--- src/rtl/wbs_pkg.sv ---
`timescale 1ns/1ps
package wbs_pkg;

  localparam int STAT_W   = 8;
  localparam int BUSY_POS = 5;
  localparam int LATE_POS = 4;
  localparam int TAIL_POS = 0;

  // Strobes from the timer control to the status datapath, one edge each.
  typedef struct packed {
    logic setBusy;
    logic clrBusy;
    logic setLate;
    logic clrLate;
    logic setTail;
    logic clrTail;
  } wbs_strobe_t;

endpackage

--- src/rtl/wbs_hold.sv ---
`timescale 1ns/1ps
// Single extendable deadline: loaded fresh when idle, stacked when pending.
module wbs_hold #(
  parameter int TIME_W = 16,
  parameter int HOLD   = 60
) (
  input  logic              clk,
  input  logic              rstN,
  input  logic              wrStrobe,
  input  logic [TIME_W-1:0] timeBase,
  output logic              fire
);
  localparam logic [TIME_W-1:0] HOLD_T = TIME_W'(HOLD);

  logic              holdAct;
  logic [TIME_W-1:0] holdDue;
  logic [TIME_W-1:0] gap;
  logic              actPost;

  assign gap     = timeBase - holdDue;
  assign fire    = holdAct & ~gap[TIME_W-1];
  assign actPost = holdAct & ~fire;

  always_ff @(posedge clk or negedge rstN) begin
    if (!rstN) begin
      holdAct <= 1'b0;
      holdDue <= '0;
    end else if (wrStrobe) begin
      holdAct <= 1'b1;
      holdDue <= actPost ? holdDue + HOLD_T : timeBase + HOLD_T;
    end else begin
      holdAct <= actPost;
    end
  end

  // every write leaves the busy deadline pending
  p_hold_armed_r3: assert property (@(posedge clk) disable iff (!rstN)
    wrStrobe |=> holdAct);

  // a due timer with no write in the same cycle goes idle
  p_hold_idle_r7: assert property (@(posedge clk) disable iff (!rstN)
    (fire && !wrStrobe) |=> !holdAct);

endmodule

--- src/rtl/wbs_pair.sv ---
`timescale 1ns/1ps
// On/off deadline pair for one delayed status bit.
module wbs_pair #(
  parameter int TIME_W  = 16,
  parameter int ON_DLY  = 60,
  parameter int OFF_DLY = 160
) (
  input  logic              clk,
  input  logic              rstN,
  input  logic              wrStrobe,
  input  logic [TIME_W-1:0] timeBase,
  output logic              fireOn,
  output logic              fireOff
);
  localparam logic [TIME_W-1:0] ON_T  = TIME_W'(ON_DLY);
  localparam logic [TIME_W-1:0] OFF_T = TIME_W'(OFF_DLY);

  logic              onAct, offAct;
  logic [TIME_W-1:0] onDue, offDue;
  logic [TIME_W-1:0] onGap, offGap;
  logic              onPost, offPost;
  logic [TIME_W-1:0] onNext;

  assign onGap   = timeBase - onDue;
  assign offGap  = timeBase - offDue;
  assign fireOn  = onAct  & ~onGap[TIME_W-1];
  assign fireOff = offAct & ~offGap[TIME_W-1];
  assign onPost  = onAct  & ~fireOn;
  assign offPost = offAct & ~fireOff;
  // On deadline as it stands after a write this cycle.
  assign onNext  = onPost ? onDue : timeBase + ON_T;

  always_ff @(posedge clk or negedge rstN) begin
    if (!rstN) begin
      onAct  <= 1'b0;
      offAct <= 1'b0;
      onDue  <= '0;
      offDue <= '0;
    end else if (wrStrobe) begin
      onAct  <= 1'b1;
      offAct <= 1'b1;
      onDue  <= onNext;
      offDue <= offPost ? offDue + OFF_T : onNext + OFF_T;
    end else begin
      onAct  <= onPost;
      offAct <= offPost;
    end
  end

  // a pending on deadline is never moved by a write
  p_on_kept_r4: assert property (@(posedge clk) disable iff (!rstN)
    (onAct && !fireOn) |=> (onAct && $stable(onDue)));

  // every write leaves the off deadline pending
  p_off_armed_r5: assert property (@(posedge clk) disable iff (!rstN)
    wrStrobe |=> offAct);

  // a due off timer with no write goes idle
  p_off_idle_r7: assert property (@(posedge clk) disable iff (!rstN)
    (fireOff && !wrStrobe) |=> !offAct);

endmodule

--- src/rtl/wbs_ctrl.sv ---
`timescale 1ns/1ps
// Timer control: owns every deadline and emits per-edge set/clear strobes.
module wbs_ctrl
  import wbs_pkg::*;
#(
  parameter int TIME_W    = 16,
  parameter int BUSY_HOLD = 60,
  parameter int LATE_ON   = 60,
  parameter int LATE_OFF  = 160,
  parameter int TAIL_ON   = 100,
  parameter int TAIL_OFF  = 200
) (
  input  logic              clk,
  input  logic              rstN,
  input  logic              wrStrobe,
  input  logic [TIME_W-1:0] timeBase,
  output wbs_strobe_t       strobes
);
  localparam int PAIRS = 2;

  logic             busyFire;
  logic [PAIRS-1:0] pairOn;
  logic [PAIRS-1:0] pairOff;

  wbs_hold #(.TIME_W(TIME_W), .HOLD(BUSY_HOLD)) uBusy (
    .clk      (clk),
    .rstN     (rstN),
    .wrStrobe (wrStrobe),
    .timeBase (timeBase),
    .fire     (busyFire)
  );

  // Index 0 drives the delayed-busy bit, index 1 the tail bit.
  for (genvar g = 0; g < PAIRS; g++) begin : gPair
    localparam int ON_V  = (g == 0) ? LATE_ON  : TAIL_ON;
    localparam int OFF_V = (g == 0) ? LATE_OFF : TAIL_OFF;
    wbs_pair #(.TIME_W(TIME_W), .ON_DLY(ON_V), .OFF_DLY(OFF_V)) uPair (
      .clk      (clk),
      .rstN     (rstN),
      .wrStrobe (wrStrobe),
      .timeBase (timeBase),
      .fireOn   (pairOn[g]),
      .fireOff  (pairOff[g])
    );
  end

  always_comb begin
    strobes         = '0;
    strobes.setBusy = wrStrobe;
    strobes.clrBusy = busyFire;
    strobes.setLate = pairOn[0];
    strobes.clrLate = pairOff[0];
    strobes.setTail = pairOn[1];
    strobes.clrTail = pairOff[1];
  end

endmodule

--- src/rtl/wbs_stat.sv ---
`timescale 1ns/1ps
// Status datapath: holds the three live bits and builds the status word.
module wbs_stat
  import wbs_pkg::*;
(
  input  logic              clk,
  input  logic              rstN,
  input  wbs_strobe_t       strobes,
  output logic [STAT_W-1:0] statusWord,
  output logic              busyQ,
  output logic              lateQ,
  output logic              tailQ
);

  // Evaluation order: busy clear, then on-set, then off-clear; a write sets busy last.
  always_ff @(posedge clk or negedge rstN) begin
    if (!rstN) begin
      busyQ <= 1'b0;
      lateQ <= 1'b0;
      tailQ <= 1'b0;
    end else begin
      busyQ <= strobes.setBusy | (busyQ & ~strobes.clrBusy);
      lateQ <= ~strobes.clrLate & (strobes.setLate | lateQ);
      tailQ <= ~strobes.clrTail & (strobes.setTail | tailQ);
    end
  end

  always_comb begin
    statusWord           = '0;
    statusWord[BUSY_POS] = busyQ;
    statusWord[LATE_POS] = lateQ;
    statusWord[TAIL_POS] = tailQ;
  end

  // a write shows as busy on the next cycle
  p_busy_set_r2: assert property (@(posedge clk) disable iff (!rstN)
    strobes.setBusy |=> busyQ);

  // busy only drops after its deadline fired
  p_busy_fall_r3: assert property (@(posedge clk) disable iff (!rstN)
    $fell(busyQ) |-> $past(strobes.clrBusy));

  // delayed-busy only rises from its on event
  p_late_rise_r4: assert property (@(posedge clk) disable iff (!rstN)
    $rose(lateQ) |-> $past(strobes.setLate));

  // tail only rises from its on event
  p_tail_rise_r6: assert property (@(posedge clk) disable iff (!rstN)
    $rose(tailQ) |-> $past(strobes.setTail));

  // coincident on and off leave the bit low
  p_late_off_wins_r8: assert property (@(posedge clk) disable iff (!rstN)
    (strobes.setLate && strobes.clrLate) |=> !lateQ);

  p_tail_off_wins_r8: assert property (@(posedge clk) disable iff (!rstN)
    (strobes.setTail && strobes.clrTail) |=> !tailQ);

endmodule

--- src/rtl/wrbuf_status_timer.sv ---
`timescale 1ns/1ps
module wrbuf_status_timer
  import wbs_pkg::*;
#(
  parameter int TIME_W    = 16,
  parameter int BUSY_HOLD = 60,
  parameter int LATE_ON   = 60,
  parameter int LATE_OFF  = 160,
  parameter int TAIL_ON   = 100,
  parameter int TAIL_OFF  = 200
) (
  input  logic              clk,
  input  logic              rstN,
  input  logic              wrStrobe,
  input  logic [TIME_W-1:0] timeBase,
  output logic [STAT_W-1:0] statusWord,
  output logic              busyFlag,
  output logic              lateBusyFlag,
  output logic              tailFlag
);

  wbs_strobe_t strobes;

  wbs_ctrl #(
    .TIME_W    (TIME_W),
    .BUSY_HOLD (BUSY_HOLD),
    .LATE_ON   (LATE_ON),
    .LATE_OFF  (LATE_OFF),
    .TAIL_ON   (TAIL_ON),
    .TAIL_OFF  (TAIL_OFF)
  ) uCtrl (
    .clk      (clk),
    .rstN     (rstN),
    .wrStrobe (wrStrobe),
    .timeBase (timeBase),
    .strobes  (strobes)
  );

  wbs_stat uStat (
    .clk        (clk),
    .rstN       (rstN),
    .strobes    (strobes),
    .statusWord (statusWord),
    .busyQ      (busyFlag),
    .lateQ      (lateBusyFlag),
    .tailQ      (tailFlag)
  );

endmodule

--- config.mk ---
export PLATFORM = sky130hd
export DESIGN_NAME = wrbuf_status_timer
export DESIGN_NICKNAME = d
export VERILOG_FILES = /design/src/rtl/wbs_pkg.sv /design/src/rtl/wbs_hold.sv /design/src/rtl/wbs_pair.sv /design/src/rtl/wbs_ctrl.sv /design/src/rtl/wbs_stat.sv /design/src/rtl/wrbuf_status_timer.sv
export SDC_FILE = /design/constraint.sdc
export NUM_CORES = 1
export LEC_CHECK = 0
export BUFFER_PORTS_ARGS = -buffer_cell sky130_fd_sc_hd__buf_4
export CAP_MARGIN = 40
export CORE_ASPECT_RATIO = 0.75
export CORE_MARGIN = 2
export CORE_UTILIZATION = 60
export CTS_CLUSTER_SIZE = 10
export DETAILED_ROUTE_END_ITERATION = 10
export PLACE_DENSITY = 0.79
export RECOVER_POWER = 50
export SLEW_MARGIN = 10
export SYNTH_ARGS = -nofsm -noshare
export SYNTH_HDL_FRONTEND = slang
export SYNTH_SLANG_ARGS = --single-unit
--- constraint.sdc ---
create_clock -name clk -period 5.52 [get_ports clk]
set_clock_uncertainty 0.15 [all_clocks]
set_input_delay 1.38 -clock clk [delete_from_list [all_inputs] [get_ports clk]]
set_output_delay 1.38 -clock clk [all_outputs]
set_load 0.005 [all_outputs]
==> results of run 1 <==
sequential cells by signal, indices dropped and copies added (netlist names):
register                  cells
uCtrl.uBusy.holdDue          16
uCtrl.gPair.uPair.offAct      2
uStat.tailQ                   1
uCtrl.gPair.uPair.onAct       2
uCtrl.uBusy.holdAct           1
uStat.busyQ                   1
uCtrl.gPair.uPair.onDue      32
uStat.lateQ                   1
uCtrl.gPair.uPair.offDue     32
layout by cell type (no fill, tap or decap), drive strengths merged, types with 26 or more instances in the layout:
master,netlist,routed
buf,26,29
nor2,65,65
o21ai,77,77
inv,79,79
nand3,26,26
nand2,110,110
ha,75,75
a21oi,69,69
xnor2,26,26
dfrtp,88,88
critical path, stage by stage:
cell,delay [ns]
buf_4,0.17
ha_1,0.32
a21o_1,0.16
a211oi_1,0.23
o21ai_1,0.18
a21oi_1,0.19
xnor2_1,0.25
mux2_2,0.51
o211ai_1,0.19
o21ai_0,0.14
ha_1,0.24
inv_1,0.12
o211ai_2,0.19
nor3b_1,0.22
o21a_1,0.18
o221a_1,0.24
layout make-up:
| cell class | count | area, sq um | share of cell area |
|---|---|---|---|
| multi-input combinational | 686 | 4701 | 0.5879 |
| sequential | 88 | 2202 | 0.2754 |
| inverter | 80 | 300.3 | 0.03756 |
| timing repair buffer | 35 | 260.3 | 0.03255 |
| clock buffer | 12 | 246.5 | 0.03083 |
| tap | 166 | 207.7 | 0.02598 |
| clock inverter | 4 | 77.57 | 0.009703 |
layer usage:
layer  vias up  routed length (microns)  track usage
met3        30                     1356      0.06061
met4         0                      332      0.07279
li1       3156                        -            -
met2       227                     7454       0.4328
met5         -                        0            0
met1      3043                     8731       0.4219
power breakdown:
part,internal (uW),switching (uW),leakage [uW],total (uW)
clock,411,263,0.000157,674
sequential,982,257,0.00103,1240
combinational,1440,2060,0.00260,3500
worst max path at each step:
stage                           start  slack (ns)  cells past startpoint                              end
after global placement    timeBase[4]        0.54                     16  uCtrl.gPair[0].uPair.offDue[15]
after detailed placement  timeBase[4]        0.39                     16  uCtrl.gPair[0].uPair.offDue[15]
after floorplan           timeBase[5]        0.49                     15  uCtrl.gPair[0].uPair.offDue[15]
after CTS                 timeBase[4]        0.74                     16  uCtrl.gPair[0].uPair.offDue[15]
after global routing      timeBase[4]        0.33                     17  uCtrl.gPair[0].uPair.offDue[15]
final                     timeBase[4]        0.67                     16  uCtrl.gPair[0].uPair.offDue[15]
stage by stage:
step	utilization	cell area, sq um	std cells	hold WS [ns]	power (uW)
after floorplan	-	7431	901	0.2821	3945
after global placement	0.6297	7666	1054	0.3126	4574
after detailed placement	0.6306	7677	1055	0.3169	4675
after CTS	0.6572	8001	1071	0.3315	5373
after global routing	0.6567	7995	1071	0.3432	5922
final	0.6567	7995	1071	0.3265	5413
cell families after synthesis:
kind of cell / share of synthesized area
DFF: 0.2969
and+or+nand+nor: 0.1718
muxes: 0.06715
buffers and inverters: 0.07238
other: 0.0005057
adders and majority gates: 0.1265
AOI/OAI and AO/OA: 0.2151
xor gates and xnor gates: 0.04960
==> reports/summary.txt, run 1 <==
Status: complete, but fails checks
Startpoint types: input port
Slew HR: -0.5548
Power Density: 677.0 nW/um^2
Layout Nets: 994
Max clock buf depth: 2
DRC viols: 0
Pins Over Slew Limit: 44
Die Ht: 100.3 microns
EDFF count, synth: 0
First-pass GRT wire length: 30.62 mm
Count of input and output buffers: 24
CTS tree: yes
I/O Pins: 30
Hold worst-path end: uCtrl.gPair[0].uPair.offDue[3]
Post-synthesis cell count: 897
Failing checks: max-capacitance violations, max-slew violations
Mean Syn Cell Area: 8.267 sq um
DRT Pass-1 Iters: 5
Hold Path Class: flip-flop to flip-flop
Place WS: 0.3852 ns
Area contributors post-synth: dfrtp_1 30%, ha_1 13%, nand2_1 5.5%, o21ai_0 4.9%, a21oi_1 4.6%
FF-to-FF setup slack: 1.48 ns
Crit path time final: 4.855 ns
Global route overflow: 0
Via density: 6.028
Fill cells: 1032
Antenna Nets Post-Route: 0
List of most frequent post-synthesis cells: 109 x nand2_1, 88 x dfrtp_1, 79 x inv_1
WL/cell: 16.69 microns
Synth-to-layout area growth: 7.812%
FMAX: 206.0 MHz
Arrival @ worst endpoint: 4.93 ns
WP data required: 5.59 ns
Register area share after synthesis: 0.2969
Routability cong.: 0.8899
Distinct cells, synth: 77
Hold depth: 1
Hpwl dp: 13.62 mm
Die width: 132.4 microns
FF-to-FF End: uCtrl.gPair[0].uPair.offDue[15]
CTS H-Tree Depth: 3
Leakage: 0.003787 uW
Main synth FF type: dfrtp_1
Global-route usage over all layers: 0.2873
Total wire length: 17.87 mm
Crit Path Class: input port to flip-flop
Layout cells sized above 1: 0.09945
Diodes inserted: 0
Initial antenna violation count: 0
Setup TNS: 0 ns
FP Rows: 35
TritonCTS buffer count: 9
Max FO, Critical Path: 15
Via count: 6456
Async SR Flop Fraction: 1.000
Max IR drop VDD: 0.2714 mV
Initial Util: 0.6091
HP Start: uCtrl.gPair[0].uPair.offDue[3]
RSZ-0062 raised after global routing: false
Final worst-path cycle share: 0.8795
Synth top area share: 0.2969
Final Hold Vio Count: 0
Largest net degree at the start of global routing: 50
Vias in the first global route: 6102
Worst r2r src: uCtrl.gPair[0].uPair.onDue[4]
Ys Warns: 0
Post-CTS sizing: 0
# hold bufs at CTS: 0
Dominant cell type by area after synthesis: dfrtp_1
Max-cap violations: 1
Die footprint: 13270 sq um
Crit end category: flip-flop
Most common cell in the netlist: nand2_1
Initial DRC Count: 411
Worst skew pair latency: 0.35 ns
Number of synthesized register bits: 88
Slew @ Worst Pin: 2.332 ns
Setup ws final: 0.6654 ns
Post CTS Setup Buffer Count: 0
Worst R2R Path Depth: 16
Total core area: 12170 sq um
Clock transition at path regs: 0.06 ns
Clock tree sinks: 88
Root Buffer: clkbuf_16
Final setup vio count: 0
Post-Syn Area: 7416 sq um
Power figures use the tool's default switching activity.
==> inputs of run 2 (changes only) <==
ABC_AREA = 1   (was default)
clock period = 6.2 ns   (was 5.52 ns; I/O delays follow)
==> run 2 against run 1 <==
- the flow still finishes with violations (max-capacitance violations, max-slew violations)
- area after synthesis is 0.83% lower
- wire length is 2.7% lower
- via count is 1.5% higher
- sequential cell count stayed put
- core utilization is 0.90 points higher
- total power is 17% lower
- count of clock-buffer cells in the layout is 1 lower
- critical path depth is 4 higher
- critical path type unchanged
- largest cell class unchanged
==> reports/summary.txt, run 2 <==
Status: complete, but fails checks
Failing checks: max-capacitance violations, max-slew violations
Total wire length: 17.40 mm
FMAX: 235.2 MHz
Worst r2r src: uCtrl.gPair[1].uPair.onDue[6]
Layout cells sized above 1: 0.09169
Final instance area: 7845 sq um
Inst Count DP: 1193
Biggest regs: uCtrl.gPair.uPair.offDue: 32 flops, uCtrl.gPair.uPair.onDue: 32 flops, uCtrl.uBusy.holdDue: 16 flops
Most common cell in the netlist: nand2_1
CTS H-Tree Depth: 3
Final Power: 4483 uW
Crit path time final: 4.252 ns
Max FO, Critical Path: 21
Final Hold Vio Count: 0
Via density: 5.418
Slew HR: -0.09637
Worst skew pair latency: 0.35 ns
Setup TNS: 0 ns
Register area share after synthesis: 0.2994
Power Density: 571.5 nW/um^2
Via count: 6550
Main synth FF type: dfrtp_1
Dominant cell type by area after synthesis: dfrtp_1
Synth top area share: 0.2994
Antenna Nets Post-Route: 0
HP Start: uCtrl.gPair[1].uPair.offDue[0]
Vias in the first global route: 6145
Distinct cells, synth: 41
Max IR drop VDD: 0.2476 mV
WP data required: 6.33 ns
Footprint of the multi-input gates: 4410 sq um
Arrival @ worst endpoint: 4.39 ns
Hold depth: 2
Hpwl dp: 12.82 mm
Post-synthesis cell count: 1040
Total core area: 11780 sq um
Root Buffer: clkbuf_16
Diodes inserted: 0
Crit Path Class: input port to flip-flop
FP Rows: 34
Clock tree sinks: 88
Max-cap violations: 2
Initial DRC Count: 529
Layout Nets: 1136
TritonCTS buffer count: 9
Fill cells: 1037
List of most frequent post-synthesis cells: 319 x nand2_1, 131 x inv_1, 90 x nand3_1
Commonest non-fill, non-tap cell in the layout: nand2_1
Global-route usage over all layers: 0.2817
Die width: 131.8 microns
Hold Path Class: flip-flop to flip-flop
Ys Warns: 0
Max clock buf depth: 2
Dpl cell area: 7528 sq um
Area contributors post-synth: dfrtp_1 30%, nand2_1 16%, ha_1 13%, inv_1 6.7%, nand3_1 6.1%
FF-to-FF End: uCtrl.gPair[1].uPair.offDue[13]
# hold bufs at CTS: 0
DRC viols: 0
First-pass GRT wire length: 29.98 mm
Place WS: 1.607 ns
Routability cong.: 0.8816
Die footprint: 13170 sq um
Layout Cells excl Fill: 1209
EDFF count, synth: 0
Async SR Flop Fraction: 1.000
Crit end category: flip-flop
FF/Latch Area: 2202 sq um
Largest net degree at the start of global routing: 61
Initial Util: 0.6241
FF-to-FF setup slack: 2.93 ns
CTS tree: yes
RSZ-0062 raised after global routing: false
Post-CTS sizing: 0
Clock transition at path regs: 0.06 ns
Startpoint types: input port
Pins Over Slew Limit: 91
Post-Syn Area: 7355 sq um
DRT Pass-1 Iters: 5
Critical Path End: uCtrl.gPair[1].uPair.offDue[13]
Die Ht: 99.88 microns
WL/cell: 14.39 microns
Most frequent cells in the layout: 319 x nand2_1, 131 x inv_1, 90 x nand3_1
Mean Syn Cell Area: 7.072 sq um
Crit path from: timeBase[6]
Synth-to-layout area growth: 6.669%
Final worst-path cycle share: 0.6858
Post CTS Setup Buffer Count: 0
Count of input and output buffers: 24
I/O Pins: 30
Slew @ Worst Pin: 1.645 ns
Leakage: 0.004155 uW
Final setup vio count: 0
Worst R2R Path Depth: 20
Number of synthesized register bits: 88
Global route overflow: 0
Initial antenna violation count: 0
Setup ws final: 1.948 ns
[run 2: kinds of logic after synthesis]
group,count (synthesis),share of synthesized area
AOI/OAI and AO/OA,124,0.08745
other,1,0.0005099
adders and majority gates,75,0.1276
buffers and inverters,176,0.1029
and+or+nand+nor,535,0.3323
xor gates and xnor gates,41,0.04985
DFF,88,0.2994
[run 2: final cells by class]
| cell class | count | share of cell area |
|---|---|---|
| inverter | 136 | 0.06507 |
| timing repair buffer | 27 | 0.02504 |
| clock buffer | 11 | 0.03094 |
| multi-input combinational | 780 | 0.5622 |
| tap | 162 | 0.02584 |
| clock inverter | 5 | 0.01021 |
| sequential | 88 | 0.2807 |
[run 2: layer usage]
metal | routed length, microns | vias to the layer above | part of all wire | track usage
met4 | 126 | 0 | 0.0072 | 0.05936
met3 | 1093 | 10 | 0.063 | 0.03889
met1 | 8740 | 3002 | 0.50 | 0.4128
met2 | 7435 | 192 | 0.43 | 0.4491
li1 | - | 3346 | - | -
met5 | 0 | - | 0 | 0
[run 2: how the worst min path moves through the flow]
| stage | end | slack, ns |
|---|---|---|
| detailed placement | uCtrl.gPair[0].uPair.offDue[0] | 0.32 |
| floorplan | uCtrl.gPair[0].uPair.offDue[0] | 0.30 |
| global route | uStat.busyQ | 0.38 |
| finish | uCtrl.gPair[1].uPair.offDue[0] | 0.34 |
| global placement | uCtrl.gPair[0].uPair.offDue[0] | 0.32 |
| CTS | uCtrl.gPair[0].uPair.offDue[0] | 0.34 |
[run 2: report_power, final]
group / switching (uW) / internal (uW) / leakage [uW] / total, uW
combinational: 1870 / 955 / 0.00294 / 2820
clock: 239 / 364 / 0.000152 / 603
sequential: 197 / 863 / 0.00106 / 1060
total: 2300 / 2180 / 0.00415 / 4480
[run 2: through the flow]
step | hold slack (ns) | utilization
after floorplan | 0.2992 | -
after global placement | 0.3210 | 0.6389
after detailed placement | 0.3236 | 0.6389
after CTS | 0.3406 | 0.6663
after global routing | 0.3751 | 0.6657
final | 0.3431 | 0.6657
[run 2: critical path, cell delays in order]
cell and delay, ns:
buf_4 0.17, ha_1 0.32, nand2_1 0.08, inv_1 0.04, a21oi_1 0.13, nand2_1 0.11
nand2_2 0.08, nand2_1 0.06, nand2_2 0.22, nand3_2 0.42, nand2_1 0.21, nand3_1 0.10
nand2_2 0.12, ha_1 0.20, nand2_1 0.11, nand2_4 0.14, nand3_1 0.09, nand2_1 0.07
nand3_1 0.06, nand2_1 0.08
